**config.mk**
```make
export PLATFORM = sky130hd
export DESIGN_NAME = hmc_ctrl
export DESIGN_NICKNAME = d
export VERILOG_FILES = /design/src/rtl/hmc_pkg.sv /design/src/rtl/hmc_sync.sv /design/src/rtl/hmc_hs_fsm.sv /design/src/rtl/hmc_regs.sv /design/src/rtl/hmc_ctrl.sv
export SDC_FILE = /design/constraint.sdc
export NUM_CORES = 1
export LEC_CHECK = 0
export BUFFER_PORTS_ARGS = -buffer_cell sky130_fd_sc_hd__buf_4
export CORE_MARGIN = 4
export CORE_UTILIZATION = 42
export CTS_CLUSTER_SIZE = 30
export DETAILED_ROUTE_END_ITERATION = 16
export GPL_TIMING_DRIVEN = 0
export PLACE_DENSITY = 0.68
export SETUP_SLACK_MARGIN = 0.5
export SLEW_MARGIN = 10
export SYNTH_ARGS = -nofsm -noshare
export SYNTH_HDL_FRONTEND = slang
export SYNTH_SLANG_ARGS = --single-unit
```
**constraint.sdc**
```tcl
create_clock -name clk -period 3.36 [get_ports clk]
set_input_delay 0 -clock clk [delete_from_list [all_inputs] [get_ports clk]]
set_output_delay 0 -clock clk [all_outputs]
set_load 0.02 [all_outputs]
```
**src/rtl/hmc_pkg.sv**
```systemverilog
package hmc_pkg;

  typedef enum logic [1:0] {
    HS_IDLE    = 2'd0,
    HS_ASSERT  = 2'd1,
    HS_RELEASE = 2'd2
  } hs_state_e;

  // register addresses
  localparam logic [1:0] A_LO   = 2'd0;
  localparam logic [1:0] A_HI   = 2'd1;
  localparam logic [1:0] A_CTRL = 2'd2;
  localparam logic [1:0] A_STAT = 2'd3;

  // control / status bit positions
  localparam int B_REQ  = 7;
  localparam int B_WR   = 6;
  localparam int B_WIDE = 2;
  localparam int B_HV   = 1;
  localparam int B_LV   = 0;
  localparam int B_DONE = 7;
  localparam int B_ERR  = 0;

  // active-high lane enables {high, low}
  function automatic logic [1:0] lane_sel(input logic wide, input logic hv, input logic lv);
    return wide ? {hv, lv} : 2'b01;
  endfunction

endpackage

```
**src/rtl/hmc_sync.sv**
```systemverilog
module hmc_sync #(
  parameter int STAGES = 2
) (
  input  logic clk,
  input  logic rst_n,
  input  logic d,
  output logic q
);
  logic [STAGES-1:0] chain;

  generate
    for (genvar i = 0; i < STAGES; i++) begin : g_stage
      if (i == 0) begin : g_first
        always_ff @(posedge clk or negedge rst_n) begin
          if (!rst_n) chain[0] <= 1'b1;
          else        chain[0] <= d;
        end
      end else begin : g_next
        always_ff @(posedge clk or negedge rst_n) begin
          if (!rst_n) chain[i] <= 1'b1;
          else        chain[i] <= chain[i-1];
        end
      end
    end
  endgenerate

  assign q = chain[STAGES-1];
endmodule

```
**src/rtl/hmc_hs_fsm.sv**
```systemverilog
module hmc_hs_fsm
  import hmc_pkg::*;
(
  input  logic clk,
  input  logic rst_n,
  input  logic start,
  input  logic ack_sync_n,
  output logic breq,
  output logic busy,
  output logic capture,
  output logic done
);
  hs_state_e state, state_nx;

  always_comb begin
    state_nx = state;
    case (state)
      HS_IDLE:    if (start)       state_nx = HS_ASSERT;
      HS_ASSERT:  if (!ack_sync_n) state_nx = HS_RELEASE;
      HS_RELEASE: if (ack_sync_n)  state_nx = HS_IDLE;
      default:                     state_nx = HS_IDLE;
    endcase
  end

  always_ff @(posedge clk or negedge rst_n) begin
    if (!rst_n) state <= HS_IDLE;
    else        state <= state_nx;
  end

  assign breq    = (state == HS_ASSERT);
  assign busy    = (state != HS_IDLE);
  assign capture = (state == HS_ASSERT) && !ack_sync_n;
  assign done    = (state == HS_RELEASE) && ack_sync_n;
endmodule

```
**src/rtl/hmc_regs.sv**
```systemverilog
module hmc_regs
  import hmc_pkg::*;
#(
  parameter int LANE_W = 8,
  localparam int BUS_W = 2 * LANE_W
) (
  input  logic              clk,
  input  logic              rst_n,
  input  logic              dma_active,
  input  logic              reg_we,
  input  logic [1:0]        reg_addr,
  input  logic [LANE_W-1:0] reg_wdata,
  output logic [LANE_W-1:0] reg_rdata,
  input  logic              busy,
  input  logic              capture,
  input  logic              done,
  input  logic [BUS_W-1:0]  mem_din,
  output logic              start,
  output logic              refuse,
  output logic              wr_dir,
  output logic [1:0]        lane_en,
  output logic              done_flag,
  output logic [LANE_W-1:0] lo_q,
  output logic [LANE_W-1:0] hi_q
);
  logic [LANE_W-1:0] ctrl_q;
  logic              req_q;
  logic              err_q;
  logic              ctrl_wr;
  logic              req_wr;

  assign ctrl_wr = reg_we && !busy && (reg_addr == A_CTRL);
  assign req_wr  = ctrl_wr && reg_wdata[B_REQ];
  assign start   = req_wr && !dma_active;
  assign refuse  = req_wr && dma_active;

  assign wr_dir  = ctrl_q[B_WR];
  assign lane_en = lane_sel(ctrl_q[B_WIDE], ctrl_q[B_HV], ctrl_q[B_LV]);

  // lane data: host writes when idle, memory captures on reads
  always_ff @(posedge clk or negedge rst_n) begin
    if (!rst_n) begin
      lo_q <= '0;
      hi_q <= '0;
    end else if (reg_we && !busy) begin
      if (reg_addr == A_LO) lo_q <= reg_wdata;
      if (reg_addr == A_HI) hi_q <= reg_wdata;
    end else if (capture && !wr_dir) begin
      if (lane_en[0]) lo_q <= mem_din[LANE_W-1:0];
      if (lane_en[1]) hi_q <= mem_din[BUS_W-1:LANE_W];
    end
  end

  always_ff @(posedge clk or negedge rst_n) begin
    if (!rst_n) ctrl_q <= '0;
    else if (ctrl_wr) ctrl_q <= reg_wdata;
  end

  always_ff @(posedge clk or negedge rst_n) begin
    if (!rst_n) begin
      req_q     <= 1'b0;
      done_flag <= 1'b0;
      err_q     <= 1'b0;
    end else begin
      if (start)     req_q <= 1'b1;
      else if (done) req_q <= 1'b0;

      if (req_wr)    done_flag <= 1'b0;
      else if (done) done_flag <= 1'b1;

      if (refuse)     err_q <= 1'b1;
      else if (start) err_q <= 1'b0;
    end
  end

  always_comb begin
    reg_rdata = '0;
    case (reg_addr)
      A_LO:   reg_rdata = lo_q;
      A_HI:   reg_rdata = hi_q;
      A_CTRL: begin
        reg_rdata        = ctrl_q;
        reg_rdata[B_REQ] = req_q;
      end
      default: begin
        reg_rdata[B_DONE] = done_flag;
        reg_rdata[B_ERR]  = err_q;
      end
    endcase
  end
endmodule

```
**src/rtl/hmc_ctrl.sv**
```systemverilog
module hmc_ctrl
  import hmc_pkg::*;
#(
  parameter int LANE_W      = 8,
  parameter int SYNC_STAGES = 2,
  localparam int BUS_W      = 2 * LANE_W
) (
  input  logic              clk,
  input  logic              rst_n,
  input  logic              dma_active,
  input  logic              reg_we,
  input  logic [1:0]        reg_addr,
  input  logic [LANE_W-1:0] reg_wdata,
  output logic [LANE_W-1:0] reg_rdata,
  output logic              mem_breq,
  input  logic              mem_back_n,
  output logic              mem_write,
  output logic [1:0]        mem_lane_n,
  output logic [BUS_W-1:0]  mem_dout,
  input  logic [BUS_W-1:0]  mem_din
);
  // named internal events
  logic              ack_sync_n;
  logic              start_evt;
  logic              refuse_evt;
  logic              capture_evt;
  logic              done_evt;
  logic              busy;
  logic              wr_dir;
  logic [1:0]        lane_en;
  logic              done_flag;
  logic [LANE_W-1:0] lo_q;
  logic [LANE_W-1:0] hi_q;

  hmc_sync #(.STAGES(SYNC_STAGES)) u_sync (
    .clk   (clk),
    .rst_n (rst_n),
    .d     (mem_back_n),
    .q     (ack_sync_n)
  );

  hmc_hs_fsm u_fsm (
    .clk        (clk),
    .rst_n      (rst_n),
    .start      (start_evt),
    .ack_sync_n (ack_sync_n),
    .breq       (mem_breq),
    .busy       (busy),
    .capture    (capture_evt),
    .done       (done_evt)
  );

  hmc_regs #(.LANE_W(LANE_W)) u_regs (
    .clk        (clk),
    .rst_n      (rst_n),
    .dma_active (dma_active),
    .reg_we     (reg_we),
    .reg_addr   (reg_addr),
    .reg_wdata  (reg_wdata),
    .reg_rdata  (reg_rdata),
    .busy       (busy),
    .capture    (capture_evt),
    .done       (done_evt),
    .mem_din    (mem_din),
    .start      (start_evt),
    .refuse     (refuse_evt),
    .wr_dir     (wr_dir),
    .lane_en    (lane_en),
    .done_flag  (done_flag),
    .lo_q       (lo_q),
    .hi_q       (hi_q)
  );

  assign mem_write  = busy && wr_dir;
  assign mem_lane_n = busy ? ~lane_en : 2'b11;

  always_comb begin
    mem_dout = '0;
    if (busy && wr_dir) begin
      if (lane_en[0]) mem_dout[LANE_W-1:0]     = lo_q;
      if (lane_en[1]) mem_dout[BUS_W-1:LANE_W] = hi_q;
    end
  end
endmodule

```
==> reports/results.ini, run 1 <==
[status]
status=finished clean

[logic_synthesis]
synth.area.top_cells=dfrtp_1 (43%), o221a_2 (10%), and2_1 (6.1%)
ys_warn_count=0
synth_top_cell_area_share_pct=42.9
synth_flop_cell=dfrtp_1
synth_edf_count=0
syn-instance-count=143
ys_seq_area_share_pct=46.1
ys_ff_latch=30
synthArstFlopShare_pct=100
avgSynthCellArea_um2=11.4
synth.distinct_cells=27
syn-num-nets=174
syn_area_um2=1630
yosys.area.top_type=dfrtp_1

[finish]
drive_gt1_share_pct=46.3
fin_area_um2=2310
nNetsFinal=248
antenna_cells=0
final_common_cell=buf_4
area_growth_pct=41.6
nFillCells=332
fin_util_pct=62.2
layout_common_cells=buf_4 (57), dfrtp_1 (28), and2_1 (16), or3_1 (16), o221a_2 (15)

[die]
die-area_um2=4950
fp.dieW_um=70.4
die_y_um=70.4
core-area_um2=3720
ioPinCount=59
start_util_pct=43.9
rows=22

[global_routing]
grt_start_max_net_pins=31
antenna_found_initial=0
grt_overflow=0
grt_pass1_wl_mm=7.38
grt_pass1_vias=1485
track_usage_pct=18.9

[timing]
report.final.setup_viol=0
rsz0062_at_grt=false
min_period_ns=1.95
worst_slew_pin_slew_ns=0.531
setup_tns_ns=0
fmax_mhz=513
finalMaxSlewViolations=0
slew-limit-headroom_pct=64.5
fin_crit_sh_pct=58.1
fin_ws_ns=1.41
skew_ns=0.00801
hold_violations=0

[cts]
clkSinkCount=30
root_buffer=clkbuf_8
path_clk_slew_ns=0.07
cts_made_buffers=5
cts_tree=done
htreeDepth=2
worstSkewPairLatency_ns=0.28
cts_max_path_buffers=2
cts_resized=0

[worst_setup_path]
setup.worst_path.class=register to output pin
worst_ep_required_time_ns=3.36
crit_chain=nor2b_1 > clkbuf_1 > nor2_1 > and2_1 > buf_4
slowest_stage=dfrtp_1
crit_buf_inv=2
cp-start-kind=register
critPathMaxFanout=10
cp_top_family=simple AND/OR/NAND/NOR gates
critPathMaxStageDelay_ns=0.38
worstPathArrival_ns=1.95
cp-end-kind=output pin

[power]
switching_share_pct=29.8
powerDensity_nw_per_um2=472
comb_power_share_pct=27.3
p_sw_w=0.000325
p_leak_nw=1.03
power.share.sequential_pct=45.6
power_frac_clock_pct=27.1
max-vdd-ir-drop_v=0.000247
p_int_w=0.000766

[run]
timing.max_cap.violations=0

[placement]
portBuffers=57
place.gp.congestion=0.789
dp_slack_ns=1.58
dp_hpwl_mm=3.41
placed_area_um2=2120

[routing]
vias=1430
drt-total-wl_mm=4.48
ant_nets=0
post_drt_via_cell_ratio=5.38
wl_per_cell_um=16.8
dr.pass1.iters=4
drcViolationCount=0
dr.first_iter.drc_count=100

[min_path]
hold_class=input pin to register

==> through the flow <==
step | hold slack (ns) | instances | power, W
after CTS | 0.00482 | 266 | 0.00109
after floorplan | -0.296 | 143 | 0.000664
after detailed placement | -0.0558 | 248 | 0.000795
final | 0.00286 | 266 | 0.00109
after global placement | -0.0570 | 248 | 0.000780
after global routing | 0.00228 | 266 | 0.00115
==> power by group through the flow <==
stage | clock network, W | registers (W) | logic [W]
after global placement | 0 | 0.000497 | 0.000283
after CTS | 0.000295 | 0.000496 | 0.000301
after global routing | 0.000314 | 0.000508 | 0.000324
after floorplan | 0 | 0.000477 | 0.000187
after detailed placement | 0 | 0.000503 | 0.000292
final | 0.000295 | 0.000498 | 0.000298
==> kinds of logic after synthesis <==
| family | Yosys count | synth area share, % |
|---|---|---|
| AO/OA/AOI/OAI | 29 | 17.0 |
| XOR/XNOR | 1 | 0.536 |
| buffers and inverters | 10 | 3.60 |
| flip-flops | 30 | 46.1 |
| multiplexers | 16 | 12.4 |
| AND/OR/NAND/NOR | 57 | 20.3 |
==> area by class of cell <==
| cell class | instances | area, um^2 | share of cell area (%) |
|---|---|---|---|
| clock buffer | 7 | 86.3 | 3.73 |
| sequential | 30 | 753 | 32.6 |
| buffer | 8 | 51.3 | 2.22 |
| tap | 48 | 60.1 | 2.60 |
| timing repair buffer | 67 | 528 | 22.8 |
| clock inverter | 1 | 5.00 | 0.216 |
| multi-input combinational | 103 | 821 | 35.5 |
| inverter | 2 | 7.51 | 0.325 |
==> cells in the mapped netlist, drive strengths merged (2+ instances only) <==
| library cell | instances |
|---|---|
| or4b | 2 |
| o221a | 16 |
| nor2b | 3 |
| o21ai | 10 |
| and2 | 16 |
| nor2 | 5 |
| nand2 | 9 |
| o22ai | 2 |
| inv | 2 |
| or2 | 3 |
| or3 | 16 |
| buf | 7 |
| mux2i | 6 |
| dfstp | 2 |
| mux2 | 8 |
| mux4 | 2 |
| dfrtp | 28 |
==> state kept, by name, summed over array words and instances, names as in the netlist <==
| name | count |
|---|---|
| u_regs.lo_q | 8 |
| u_fsm.state | 2 |
| u_regs.ctrl_q | 7 |
| u_regs.err_q | 1 |
| u_sync.chain | 1 |
| u_regs.done_flag | 1 |
| u_regs.hi_q | 8 |
| u_regs.req_q | 1 |
| u_sync.q | 1 |
==> metal layers <==
metal / part of all wire [%] / global-route usage [%] / routed length (um) / vias up
met5: 0 / 0 / 0 / -
met1: 43 / 25.1 / 1910 / 693
li1: - / - / - / 681
met4: 0.94 / 5.32 / 42 / 0
met3: 7.0 / 4.46 / 312 / 6
met2: 49 / 30.8 / 2210 / 50
==> worst paths after layout <==
kind | startpoint | to | slack, ns | cells past startpoint
max | u_regs.ctrl_q[2] | mem_dout[6] | 1.41 | 5
min | mem_din[9] | u_regs.hi_q[1] | 0.003 | 2
max reg2reg | u_fsm.state[1] | u_regs.lo_q[0] | 1.54 | 4
min reg2reg | u_sync.chain[0] | u_sync.q | 0.36 | 0
max in group asynchronous | rst_n | u_sync.q | 2.85 | 2
min in group asynchronous | rst_n | u_regs.lo_q[4] | 0.19 | 2
==> what timing repair did <==
item,CTS,global route
endpoints found under the hold margin,41,0
hold buffers,10,0
buffers inserted,0,0
(Power assumes the default switching activity.)
==> run 2, diff against run 1 <==
--- a/config.mk
+++ b/config.mk
@@ -11,7 +11,7 @@
 export CTS_CLUSTER_SIZE = 30
 export DETAILED_ROUTE_END_ITERATION = 16
 export GPL_TIMING_DRIVEN = 0
-export PLACE_DENSITY = 0.68
+export PLACE_DENSITY = 0.71
 export SETUP_SLACK_MARGIN = 0.5
 export SLEW_MARGIN = 10
 export SYNTH_ARGS = -nofsm -noshare
==> constraint.sdc (replaced) <==
create_clock -name clk -period 1.7 [get_ports clk]
set_input_delay 0 -clock clk [delete_from_list [all_inputs] [get_ports clk]]
set_output_delay 0 -clock clk [all_outputs]
set_load 0.02 [all_outputs]
==> run 2 against run 1 <==
Against the previous run:
- the run now ends with setup timing left
- setup slack worse by 1.4 ns
- via count up 12%
- clock skew down 0.0025 ns
- total power up 120%
- final cell count up 8.6%
- non-clock buffer count up 23
- final area up 21%
- worst hold slack better by 0.0079 ns
- highest routed layer unchanged
==> reports/results.ini, run 2 (synthesized netlist as in run 1, its figures left out) <==
[placement]
portBuffers=57  ; unchanged
dp_hpwl_mm=3.31  ; -3.0%
place.gp.congestion=0.797  ; +1.1%

[finish]
antenna_cells=0  ; unchanged
area_growth_pct=70.8
nNetsFinal=271  ; +9.3%
drive_gt1_share_pct=62.2  ; +16 points
final_common_cell=buf_4
largestRegisters=u_regs.hi_q (8), u_regs.lo_q (8), u_regs.ctrl_q (7)
layout_common_cells=buf_4 (45), buf_6 (33), dfrtp_1 (26)

[worst_setup_path]
worst_ep_required_time_ns=1.93  ; -1.43 ns
crit_chain=or4b_4 > buf_6 > o22ai_4 > o221a_2
critPathMaxFanout=10  ; unchanged
setup.worst_path.class=register to register
slowest_stage=or4b_4
worstPathArrival_ns=1.95  ; about the same
crit_buf_inv=1  ; -1
cp-end-kind=register
cp-start-kind=register
critPathMaxStageDelay_ns=0.54  ; +0.16 ns
cp_top_family=simple AND/OR/NAND/NOR gates

[global_routing]
track_usage_pct=21.7  ; +2.7 points
grt_start_max_net_pins=31  ; unchanged
antenna_found_initial=0  ; unchanged
grt_pass1_vias=1619  ; +9.0%
grt_pass1_wl_mm=8.18  ; +11%
grt_overflow=0  ; unchanged

[cts]
htreeDepth=2  ; unchanged
clkSinkCount=30  ; unchanged
cts_tree=done
path_clk_slew_ns=0.06  ; about the same
cts_max_path_buffers=2  ; unchanged
root_buffer=clkbuf_8
cts_made_buffers=5  ; unchanged
worstSkewPairLatency_ns=0.29  ; about the same

[min_path]
hold_class=input pin to register

[timing]
fin_hold_ws_ns=0.0108  ; +0.00792 ns
fmax_mhz=579
skew_ns=0.00550  ; -0.00251 ns
setup_tns_ns=-0.146  ; -0.146 ns
rsz0062_at_grt=true
fin_crit_sh_pct=102
min_period_ns=1.73
fin_ws_ns=-0.0272  ; -1.44 ns
hold_violations=0  ; unchanged
finalMaxSlewViolations=0  ; unchanged
slew-limit-headroom_pct=75.1  ; +11 points
worst_slew_pin_slew_ns=0.373  ; -0.158 ns
report.final.setup_viol=8  ; +8

[power]
power_frac_clock_pct=24.4  ; -2.7 points
p_int_w=0.00166  ; +120%
p_sw_w=0.000736  ; +130%
powerDensity_nw_per_um2=861  ; +82%
max-vdd-ir-drop_v=0.000562  ; +130%
comb_power_share_pct=34.1  ; +6.8 points
switching_share_pct=30.7  ; +0.85 points
power.share.sequential_pct=41.4  ; -4.2 points
p_leak_nw=1.24  ; +21%

[routing]
drcViolationCount=0  ; unchanged
dr.first_iter.drc_count=90  ; -10%
drt-total-wl_mm=5.50  ; +23%
wl_per_cell_um=19.0  ; +13%
post_drt_via_cell_ratio=5.54  ; +3.1%
dr.pass1.iters=4  ; unchanged
ant_nets=0  ; unchanged
vias=1602  ; +12%

[die]
die_y_um=70.4  ; unchanged
core-area_um2=3720  ; unchanged
fp.dieW_um=70.4  ; unchanged
die-area_um2=4950  ; unchanged
start_util_pct=43.9  ; unchanged
rows=22  ; unchanged
ioPinCount=59  ; unchanged

[status]
failed_checks=setup timing
status=finished, violations left

[run]
timing.max_cap.violations=0  ; unchanged

==> run 2: cell types whose count changed in the layout (fill, tap and decap cells not counted), sizes merged <==
cell,delta
dlygate4sd3,+7
buf,+16
==> run 2: worst register-to-register path: stages (launching register included) <==
cell and delay [ns]:
dfrtp_2 0.42, or4b_4 0.54, buf_6 0.16, o22ai_4 0.28, o221a_2 0.26
==> run 2: through the flow <==
step / setup WS (ns) / utilization [%] / instances / total power [W] / cell area, um^2
floorplan: 0.0749 / - / 143 / 0.00131 / 1640
global placement: -0.0191 / 57.2 / 248 / 0.00154 / 2130
detailed placement: -0.0494 / 57.2 / 248 / 0.00157 / 2130
CTS: 0.00837 / 70.3 / 286 / 0.00232 / 2610
global route: -0.0845 / 75.1 / 289 / 0.00251 / 2790
finish: -0.0272 / 75.1 / 289 / 0.00240 / 2790
==> run 2: repair_timing <==
| action | 4_1_cts | 5_1_grt |
|---|---|---|
| pin swaps | 17 | 30 |
| setup endpoints to repair | 48 | 52 |
| hold buffers | 17 | 0 |
| buffers inserted | 13 | 3 |
| endpoints found under the hold margin | 48 | 0 |
| resized for setup | 44 | 46 |
==> run 2: worst paths after layout <==
kind	startpoint	end	slack, ns	depth (start not counted)
worst min register to register	u_sync.chain[0]	u_sync.q	0.36	0
worst min-delay path	mem_din[14]	u_regs.hi_q[6]	0.01	2
min in group asynchronous	rst_n	u_regs.lo_q[4]	0.19	2
worst max register to register	u_fsm.state[0]	u_regs.lo_q[7]	-0.03	4
max in group asynchronous	rst_n	u_sync.q	1.19	2
worst max-delay path	u_fsm.state[0]	u_regs.lo_q[7]	-0.03	4
==> run 2: power by group through the flow <==
stage                     Combinational [W]  Sequential (W)  Clock, W
after floorplan                    0.000370        0.000943         0
after global placement             0.000562        0.000980         0
after detailed placement           0.000580        0.000988         0
after CTS                          0.000741        0.000975  0.000606
after global routing               0.000873         0.00101  0.000628
final                              0.000820        0.000994  0.000587
==> run 2: layer usage <==
layer  vias up  routed length [um]  track usage (%)  part of all wire [%]
li1        724                   -                -                     -
met1       797                2190             27.0                    40
met2        62                2720             35.2                    49
met3        19                 374             5.90                   6.8
met4         0                 218             8.94                   4.0
met5         -                   0                0                     0
==> run 2: layout make-up <==
class / count / area (um^2)
fill: 224 / 927
inverter: 2 / 10.0
multi-input combinational: 103 / 968
tap: 48 / 60.1
buffer: 8 / 76.3
clock buffer: 7 / 86.3
clock inverter: 1 / 5.00
timing repair buffer: 90 / 827
sequential: 30 / 756
